[src/rtl/scan_seq_pkg.sv]
package scan_seq_pkg;
  typedef enum logic [2:0] {
    ST_IDLE      = 3'd0,
    ST_SHIFT_IN  = 3'd1,
    ST_APPLY     = 3'd2,
    ST_CAPTURE   = 3'd3,
    ST_SHIFT_OUT = 3'd4,
    ST_DONE      = 3'd5
  } seq_state_e;
endpackage

[src/rtl/scan_core.sv]
module scan_core #(
  parameter int CHAIN_LEN = 8,
  parameter int IO_W      = 4
) (
  input  logic                 clk,
  input  logic                 rst_n,
  input  logic                 shift_en,
  input  logic                 cap_en,
  input  logic                 scan_in,
  input  logic [IO_W-1:0]      pi,
  output logic                 scan_out,
  output logic [IO_W-1:0]      po
);
  logic [CHAIN_LEN-1:0] q;
  logic [CHAIN_LEN-1:0] d_scan;
  logic [CHAIN_LEN-1:0] d_func;

  // per-cell mux inputs: scan path from the neighbour, functional path from logic
  for (genvar i = 0; i < CHAIN_LEN; i++) begin : g_cell
    if (i == 0) begin : g_head
      assign d_scan[i] = scan_in;
    end else begin : g_body
      assign d_scan[i] = q[i-1];
    end
    if (i < IO_W) begin : g_pi
      assign d_func[i] = q[(i+CHAIN_LEN-1)%CHAIN_LEN] ^ pi[i];
    end else begin : g_nopi
      assign d_func[i] = q[(i+CHAIN_LEN-1)%CHAIN_LEN];
    end
  end

  for (genvar j = 0; j < IO_W; j++) begin : g_po
    assign po[j] = q[j] ^ q[CHAIN_LEN-1-j] ^ pi[j];
  end

  always_ff @(posedge clk or negedge rst_n) begin
    if (!rst_n)                  q <= '0;
    else if (shift_en || cap_en) q <= shift_en ? d_scan : d_func;
  end

  assign scan_out = q[CHAIN_LEN-1];

  // chain holds outside shift and capture cycles
  a_r3_chain_hold: assert property (@(posedge clk) disable iff (!rst_n)
    (!shift_en && !cap_en) |=> $stable(q));
  // shift and capture never coincide
  a_r3_no_overlap: assert property (@(posedge clk) disable iff (!rst_n)
    !(shift_en && cap_en));
endmodule

[src/rtl/scan_ser.sv]
module scan_ser #(
  parameter int CHAIN_LEN = 8,
  parameter int IO_W      = 4
) (
  input  logic                 clk,
  input  logic                 rst_n,
  input  logic                 ld,
  input  logic [CHAIN_LEN-1:0] pat_state,
  input  logic                 shift_en,
  input  logic                 deser_en,
  input  logic                 po_ld,
  input  logic [IO_W-1:0]      po_in,
  input  logic                 res_set,
  input  logic                 res_ready,
  input  logic                 chain_out,
  output logic                 chain_in,
  output logic                 res_valid,
  output logic [CHAIN_LEN-1:0] res_state,
  output logic [IO_W-1:0]      res_po
);
  logic [CHAIN_LEN-1:0] sh_in;

  always_ff @(posedge clk or negedge rst_n) begin
    if (!rst_n)        sh_in <= '0;
    else if (ld)       sh_in <= pat_state;
    else if (shift_en) sh_in <= {sh_in[CHAIN_LEN-2:0], 1'b0};
  end
  assign chain_in = sh_in[CHAIN_LEN-1];

  always_ff @(posedge clk or negedge rst_n) begin
    if (!rst_n) begin
      res_state <= '0;
      res_po    <= '0;
      res_valid <= 1'b0;
    end else begin
      if (deser_en) res_state <= {res_state[CHAIN_LEN-2:0], chain_out};
      if (po_ld)    res_po    <= po_in;
      if (res_set)        res_valid <= 1'b1;
      else if (res_ready) res_valid <= 1'b0;
    end
  end

  // a stalled result keeps its value and data
  a_r7_res_stable: assert property (@(posedge clk) disable iff (!rst_n)
    (res_valid && !res_ready) |=> (res_valid && $stable(res_state) && $stable(res_po)));
  // a new result is never set over a pending one
  a_r7_no_overwrite: assert property (@(posedge clk) disable iff (!rst_n)
    res_set |-> !res_valid);
endmodule

[src/rtl/scan_sequencer.sv]
module scan_sequencer
  import scan_seq_pkg::*;
#(
  parameter int CHAIN_LEN = 8,
  parameter int IO_W      = 4
) (
  input  logic            clk,
  input  logic            rst_n,
  input  logic            pat_valid,
  input  logic            pat_last,
  input  logic [IO_W-1:0] pat_pi,
  input  logic            res_valid,
  input  logic            res_ready,
  output logic            pat_ready,
  output logic            ld,
  output logic            shift_en,
  output logic            cap_en,
  output logic            deser_en,
  output logic            res_set,
  output logic            done,
  output logic [IO_W-1:0] core_pi
);
  localparam int CW = (CHAIN_LEN > 2) ? $clog2(CHAIN_LEN) : 1;
  localparam logic [CW-1:0] CNT_LAST = CW'(CHAIN_LEN - 1);

  seq_state_e      st, st_nx;
  logic [CW-1:0]   cnt;
  logic [IO_W-1:0] cur_pi, nxt_pi;
  logic            cur_last, nxt_last, tail;
  logic            in_idle, res_free, cnt_end, accept;

  assign in_idle  = (st == ST_IDLE) || (st == ST_DONE);
  assign res_free = !res_valid || res_ready;
  assign cnt_end  = (cnt == CNT_LAST);
  assign pat_ready = in_idle || (st == ST_APPLY && !cur_last && res_free);
  assign accept   = pat_valid && pat_ready;

  assign ld       = accept;
  assign shift_en = (st == ST_SHIFT_IN) || (st == ST_SHIFT_OUT);
  assign deser_en = (st == ST_SHIFT_OUT);
  assign cap_en   = (st == ST_CAPTURE);
  assign res_set  = (st == ST_SHIFT_OUT) && cnt_end;
  assign done     = (st == ST_DONE);
  assign core_pi  = cur_pi;

  always_comb begin
    st_nx = st;
    unique case (st)
      ST_IDLE, ST_DONE: if (accept) st_nx = ST_SHIFT_IN;
      ST_SHIFT_IN:      if (cnt_end) st_nx = ST_APPLY;
      ST_APPLY:         if (res_free && (cur_last || pat_valid)) st_nx = ST_CAPTURE;
      ST_CAPTURE:       st_nx = ST_SHIFT_OUT;
      ST_SHIFT_OUT:     if (cnt_end) st_nx = tail ? ST_DONE : ST_APPLY;
      default:          st_nx = ST_IDLE;
    endcase
  end

  always_ff @(posedge clk or negedge rst_n) begin
    if (!rst_n) begin
      st       <= ST_IDLE;
      cnt      <= '0;
      cur_pi   <= '0;
      nxt_pi   <= '0;
      cur_last <= 1'b0;
      nxt_last <= 1'b0;
      tail     <= 1'b0;
    end else begin
      st  <= st_nx;
      cnt <= (shift_en && !cnt_end) ? cnt + 1'b1 : '0;
      if (accept && in_idle) begin
        cur_pi   <= pat_pi;
        cur_last <= pat_last;
      end else if (accept) begin
        nxt_pi   <= pat_pi;
        nxt_last <= pat_last;
      end
      if (cap_en) begin
        tail     <= cur_last;
        cur_pi   <= nxt_pi;
        cur_last <= nxt_last;
      end
    end
  end

  // capture lasts one cycle and is followed by shifting
  a_r3_cap_single: assert property (@(posedge clk) disable iff (!rst_n)
    (st == ST_CAPTURE) |=> (st == ST_SHIFT_OUT));
  // no pattern taken while the chain is busy
  a_r8_busy_not_ready: assert property (@(posedge clk) disable iff (!rst_n)
    (st == ST_SHIFT_IN || st == ST_SHIFT_OUT || st == ST_CAPTURE) |-> !pat_ready);
  // shift counter stays inside the chain length
  a_r2_cnt_range: assert property (@(posedge clk) disable iff (!rst_n)
    cnt <= CNT_LAST);
  // done only after the last result has been raised
  a_r9_done_entry: assert property (@(posedge clk) disable iff (!rst_n)
    $rose(done) |-> $past(res_set));
endmodule

[src/rtl/scan_test_seq.sv]
module scan_test_seq #(
  parameter int CHAIN_LEN = 8,
  parameter int IO_W      = 4
) (
  input  logic                 clk,
  input  logic                 rst_n,
  input  logic                 pat_valid,
  output logic                 pat_ready,
  input  logic [CHAIN_LEN-1:0] pat_state,
  input  logic [IO_W-1:0]      pat_pi,
  input  logic                 pat_last,
  output logic                 res_valid,
  input  logic                 res_ready,
  output logic [CHAIN_LEN-1:0] res_state,
  output logic [IO_W-1:0]      res_po,
  output logic                 scan_en,
  output logic                 scan_si,
  output logic                 scan_so,
  output logic [IO_W-1:0]      core_pi,
  output logic                 done
);
  logic            ld, shift_en, cap_en, deser_en, res_set;
  logic [IO_W-1:0] po;

  scan_sequencer #(.CHAIN_LEN(CHAIN_LEN), .IO_W(IO_W)) u_seq (
    .clk(clk), .rst_n(rst_n), .pat_valid(pat_valid), .pat_last(pat_last),
    .pat_pi(pat_pi), .res_valid(res_valid), .res_ready(res_ready),
    .pat_ready(pat_ready), .ld(ld), .shift_en(shift_en), .cap_en(cap_en),
    .deser_en(deser_en), .res_set(res_set), .done(done), .core_pi(core_pi)
  );

  scan_ser #(.CHAIN_LEN(CHAIN_LEN), .IO_W(IO_W)) u_ser (
    .clk(clk), .rst_n(rst_n), .ld(ld), .pat_state(pat_state),
    .shift_en(shift_en), .deser_en(deser_en), .po_ld(cap_en), .po_in(po),
    .res_set(res_set), .res_ready(res_ready), .chain_out(scan_so),
    .chain_in(scan_si), .res_valid(res_valid), .res_state(res_state),
    .res_po(res_po)
  );

  scan_core #(.CHAIN_LEN(CHAIN_LEN), .IO_W(IO_W)) u_core (
    .clk(clk), .rst_n(rst_n), .shift_en(shift_en), .cap_en(cap_en),
    .scan_in(scan_si), .pi(core_pi), .scan_out(scan_so), .po(po)
  );

  assign scan_en = shift_en;

  // done never coincides with shifting
  a_r9_done_quiet: assert property (@(posedge clk) disable iff (!rst_n)
    done |-> !scan_en);
endmodule

[config.mk]
export PLATFORM = sky130hd
export DESIGN_NAME = scan_test_seq
export DESIGN_NICKNAME = d
export VERILOG_FILES = /design/src/rtl/scan_seq_pkg.sv /design/src/rtl/scan_core.sv /design/src/rtl/scan_ser.sv /design/src/rtl/scan_sequencer.sv /design/src/rtl/scan_test_seq.sv
export SDC_FILE = /design/constraint.sdc
export NUM_CORES = 1
export LEC_CHECK = 0
export ABC_AREA = 1
export BUFFER_PORTS_ARGS = -buffer_cell sky130_fd_sc_hd__clkbuf_2
export CAP_MARGIN = 20
export CORE_MARGIN = 2
export CORE_UTILIZATION = 45
export DETAILED_ROUTE_END_ITERATION = 16
export PLACE_DENSITY = 0.76
export SLEW_MARGIN = 40
export SYNTH_ARGS = -nofsm -noshare
export SYNTH_HDL_FRONTEND = slang
export SYNTH_SLANG_ARGS = --single-unit
export TNS_END_PERCENT = 10
[constraint.sdc]
create_clock -name clk -period 1.7 [get_ports clk]
set_input_delay 0.51 -clock clk [delete_from_list [all_inputs] [get_ports clk]]
set_output_delay 0.51 -clock clk [all_outputs]
set_load 0.005 [all_outputs]
Word-level counts from Yosys, hierarchy flattened

Cells that the tools add are included.

Bits in registers: 46
Input bits: 17
Output and inout bits: 22
Word-level logic and storage cells: 75

Add/sub/neg operators: 1
Eq/ne operators: 10
Multiplexer cells: 16
Bitwise operators: 13
Reduce and logical (&&, ||, !) cells: 23

Operators with widths:

| operator                                      | number |
|---|---|
| two-way mux 3 bit                             | 6 |
| two-way mux 8 bit                             | 2 |
| case mux 3 bit (5 select lines)               | 1 |
| two-way mux 4 bit                             | 3 |
| bitwise XOR 1 bit                             | 12 |
| == test 3 bit, second input constant          | 3 |
| logical AND 1 bit                             | 7 |
| == test 3 x 2 -> 1 bit, second input constant | 2 |
| logical OR 1 bit                              | 6 |
| != test 2 x 1 -> 1 bit, second input constant | 3 |
| nonzero test 2 bit                            | 3 |
| two-way mux 1 bit                             | 4 |
| AND reduction 4 bit                           | 1 |
| adder 3 x 1 -> 3 bit, second input constant   | 1 |
| == test 3 x 1 -> 1 bit, second input constant | 1 |
| zero test 1 bit                               | 3 |
| zero test 3 bit                               | 1 |
| != test 2 bit, second input constant          | 1 |
| AND reduction 2 bit                           | 1 |
| OR reduction 2 bit                            | 1 |
| NOT 1 bit                                     | 1 |

Logic depth before layout (Yosys ltp)

Depth in word-level cells: 8
Mapped depth: 10
Mapped depth without buffers: 9

By module

From an unflattened synthesis, not the netlist that was laid out.

Cells, all modules: 299
Area, all modules: 2349.8 µm²

By module, submodules not included:

| module         | times used | cells each | area an instance (µm²) | sequential area each (µm²) |
|---|---|---|---|---|
| scan_sequencer | 1          | 127        | 983.4                  | 425.4 |
| scan_ser       | 1          | 92         | 863.3                  | 525.5 |
| scan_core      | 1          | 80         | 503.0                  | 200.2 |

Worst setup path after synthesis

Ideal clock, no wire load.

Path type: register -> output
Start point: reg u_seq.st[0]
End point: out scan_en
Arrival time: 0.980 ns
Data required time: 1.190 ns
Slack: 0.210 ns
Stages on the path, launching flop included: 6
Path buffers: 2
Path through: dfrtp_1 buf_2 nor2_4 nand2_2 nand2_4 buf_4

Word-level cells in the longest chain between the ends: 2
Elaborated cells between the ends (all ways): 3
Those cells by class: eq/ne (2); reduce/logical (1)

RTL lines:

| what                                                           | RTL line             | RTL |
|---|---|---|
| start, declared                                                | scan_sequencer.sv:26 | `seq_state_e st, st_nx;` |
| start signal, assigned                                         | scan_sequencer.sv:68 | `st <= st_nx;` |
| == test 3 x 1 -> 1 bit / == test 3 bit (equally long branches) | scan_sequencer.sv:39 | `assign shift_en = (st == ST_SHIFT_IN) \|\| (st == ST_SHIFT_OUT);` |
| logical OR 1 bit *                                             | scan_sequencer.sv:39 |  |
| end, declared                                                  | scan_test_seq.sv:16  | `output logic scan_en,` |

Every way passes the cells marked *; elsewhere a longest branch is shown, timed or not.

Final worst setup path

Start point: reg u_seq.st[2]
End point: out scan_en

The elaborated chain is that of the path after synthesis.

==> flow_summary.yaml <==
global_route:
  overflow: 0
  grtUsageTotal_pct: 18.2
  grt_pass1_wl_mm: 7.88
  antenna_found_initial: 0
  grt_pass1_vias: 1823
  grt_max_degree: 47
placed_design:
  dp_hpwl_mm: 3.37
  portBuffers: 38
  dp_slack_ns: 0.0566
  dp_cells: 380
  gp_congestion: 0.865
cts:
  htree_levels: 2
  ctsHoldBuffers: 0
  cts_tree: "yes"
  clock_latency_ns: 0.29
  clock_sinks: 46
  numCtsBuffers: 5
  root_buffer: "clkbuf_8"
  cts.clk_slew.worst_paths_ns: 0.08
  clockBufferDepth: 2
drt:
  routed_wl_mm: 4.67
  drt_iter0_drc: 67
  dr.pass1.iters: 4
  ant_nets: 0
  dr_total_vias: 1928
  drcViolationCount: 0
  post_drt_wl_per_cell_um: 11.8
  viasPerCell: 4.87
critical_path:
  crit_arrival_ns: 1.24
  crit_chain: "inv_2 -> nand3_1 -> nand2_4 -> clkbuf_2"
  cp-start-kind: "flop"
  worstSetupPathType: "reg2out"
  r2r-start: "u_seq.st[2]"
  crit_path_end_kind: "output pin"
  cp_max_fo: 4
  crit_path_start: "u_seq.st[2]"
  slowest_delay_ns: 0.45
  cpMaxStageDelayCell: "dfrtp_2"
  crit_required_ns: 1.19
  r2r_slack_ns: 0.13
die:
  rows: 26
  io_pins: 39
  die_y_um: 75.6
  fp.dieArea_sq_mm: 0.00571
  core-area_sq_mm: 0.00501
  chipWidth_um: 75.6
  floorplan.initialDensity_pct: 46.0
synthesis:
  ys_warn_count: 0
  ys_async_sr_fraction_pct: 100
  ys_seq_area_share_pct: 49.9
  synthTopCellsByArea: "dfrtp_1 50%, nand2_1 12%, o21ai_0 5.9%"
  synth_edf_count: 0
  synth_top_area_cell: "dfrtp_1"
  yosysTopAreaCellShare_pct: 49.9
  syn_inst: 269
  netlist_area_sq_mm: 0.00231
  syn_nets: 288
  synth_seq_cells: 46
  ys.flop_type: "dfrtp_1"
  synth_area_per_cell_sq_um: 8.57
  synth.distinct_cells: 27
timing:
  slew_headroom_pct: 74.6
  final_hold_viol_count: 0
  fmax_mhz: 573
  layout_setup_ws_ns: -0.0466
  rsz0062_at_grt: "yes"
  slew_violations: 0
  post-route-period-util_pct: 103
  tightest_slew_ns: 0.381
  finalSetupViolations: 2
  fin_crit_ns: 1.75
  finClkSkew_ns: 0.00463
finish:
  syn_to_final_growth_pct: 21.1
  final_cell_mix: "75 x nand2_1, 44 x dfrtp_1, 37 x clkbuf_2"
  num_antenna_cells: 0
  stdcell_count: 396
  drive_above_1_share_pct: 28.5
  final_common_cell: "nand2_1"
  nNetsFinal: 344
outcome:
  status: "complete, but fails checks"
  violations: "setup timing"
power:
  vdd_drop_max_uv: 764
  p_leak_nw: 1.50
  powerDensity_mw_per_mm2: 1760
  power.total_mw: 4.91
hold_path:
  hold_path.class: "in2async"
run:
  maxCapViolCount: 0
cell usage after synthesis, types with 3 or more instances:
cell / n
dfrtp_1: 46
nand2_1: 75
nand4_1: 10
xnor2_1: 4
nor2_1: 8
inv_2: 3
nand2_2: 5
o21ai_1: 3
nor2_4: 3
mux2_2: 5
xor2_1: 4
o21ai_0: 27
nand3_1: 21
inv_1: 31
buf_4: 3
buf_2: 3
metrics by stage:
| step | util (%) | hold WS, ns | instance area [sq um] | TNS [ns] |
|---|---|---|---|---|
| 6_report | 55.7 | 0.179 | 2790 | -0.0716 |
| 5_1_grt | 55.7 | 0.195 | 2790 | -0.244 |
| 4_1_cts | 55.5 | 0.188 | 2780 | -0.133 |
| 3_5_place_dp | 52.5 | 0.435 | 2630 | 0 |
| 3_3_place_gp | 52.5 | 0.426 | 2630 | 0 |
| 2_1_floorplan | - | 0.214 | 2310 | 0 |
state kept, by name, summed over array words and instances (netlist names):
signal	cells
u_core.q	8
u_ser.res_state	8
u_ser.sh_in	8
u_seq.core_pi	4
u_seq.nxt_pi	4
u_ser.res_po	4
u_seq.cnt	3
u_seq.st	3
u_seq.cur_last	1
u_seq.nxt_last	1
u_seq.tail	1
u_ser.res_valid	1
layer usage:
layer	wire length, um	up-vias	part of all wire (%)	track usage, %
met5	0	-	0	0
met4	85	0	1.8	7.60
met3	164	6	3.5	3.57
met2	2300	41	49	31.3
met1	2110	903	45	22.5
li1	-	978	-	-
where the power goes:
part / switching (mW) / internal (mW)
Sequential: 0.343 / 1.55
Combinational: 1.33 / 1.01
Clock: 0.345 / 0.328
critical path, delay by kind of cell (launching register included):
family	cells	cell delay, ns
simple gates	2	0.29
buf+inv	2	0.20
flops	1	0.45
path summary, 6_finish.rpt:
kind,endpoint,cells after the start
setup / recovery,scan_en,4
hold / removal,u_ser.res_state[4],2
setup reg to reg,u_seq.nxt_last,8
hold reg to reg,u_seq.cnt[0],1
max in group asynchronous,u_seq.st[0],2
min in group clk,u_ser.res_valid,2
what timing repair did:
action / in CTS / in global routing
endpoints found under the setup margin: 3 / 3
hold endpoints to repair: 0 / 0
buffers inserted: 7 / 1
pin swaps: 5 / 4
resized for setup: 5 / 2
logic make-up (layout without fill, tap and decap cells):
kind of cell             after synthesis  count (layout)  share of synthesized area [%]
XOR/XNOR                               8               8                           3.04
buffers and inverters                 43             100                           7.98
AND/OR/NAND/NOR                      129             129                           27.3
flip-flops                            46              46                           49.9
AO/OA/AOI/OAI                         36              36                           8.25
adder cells (fa/ha/maj)                2               2                           1.09
multiplexers                           5               5                           2.44
cell type report:
type / instances / area [sq um]
flip-flops and latches: 46 / 1150
repair buffers: 58 / 353
well taps: 70 / 87.6
clock inverters: 1 / 5.00
multi-input cells: 180 / 978
fillers: 482 / 2220
inverters: 34 / 128
clock buffers: 7 / 86.3
Power figures use the tool's default switching activity.
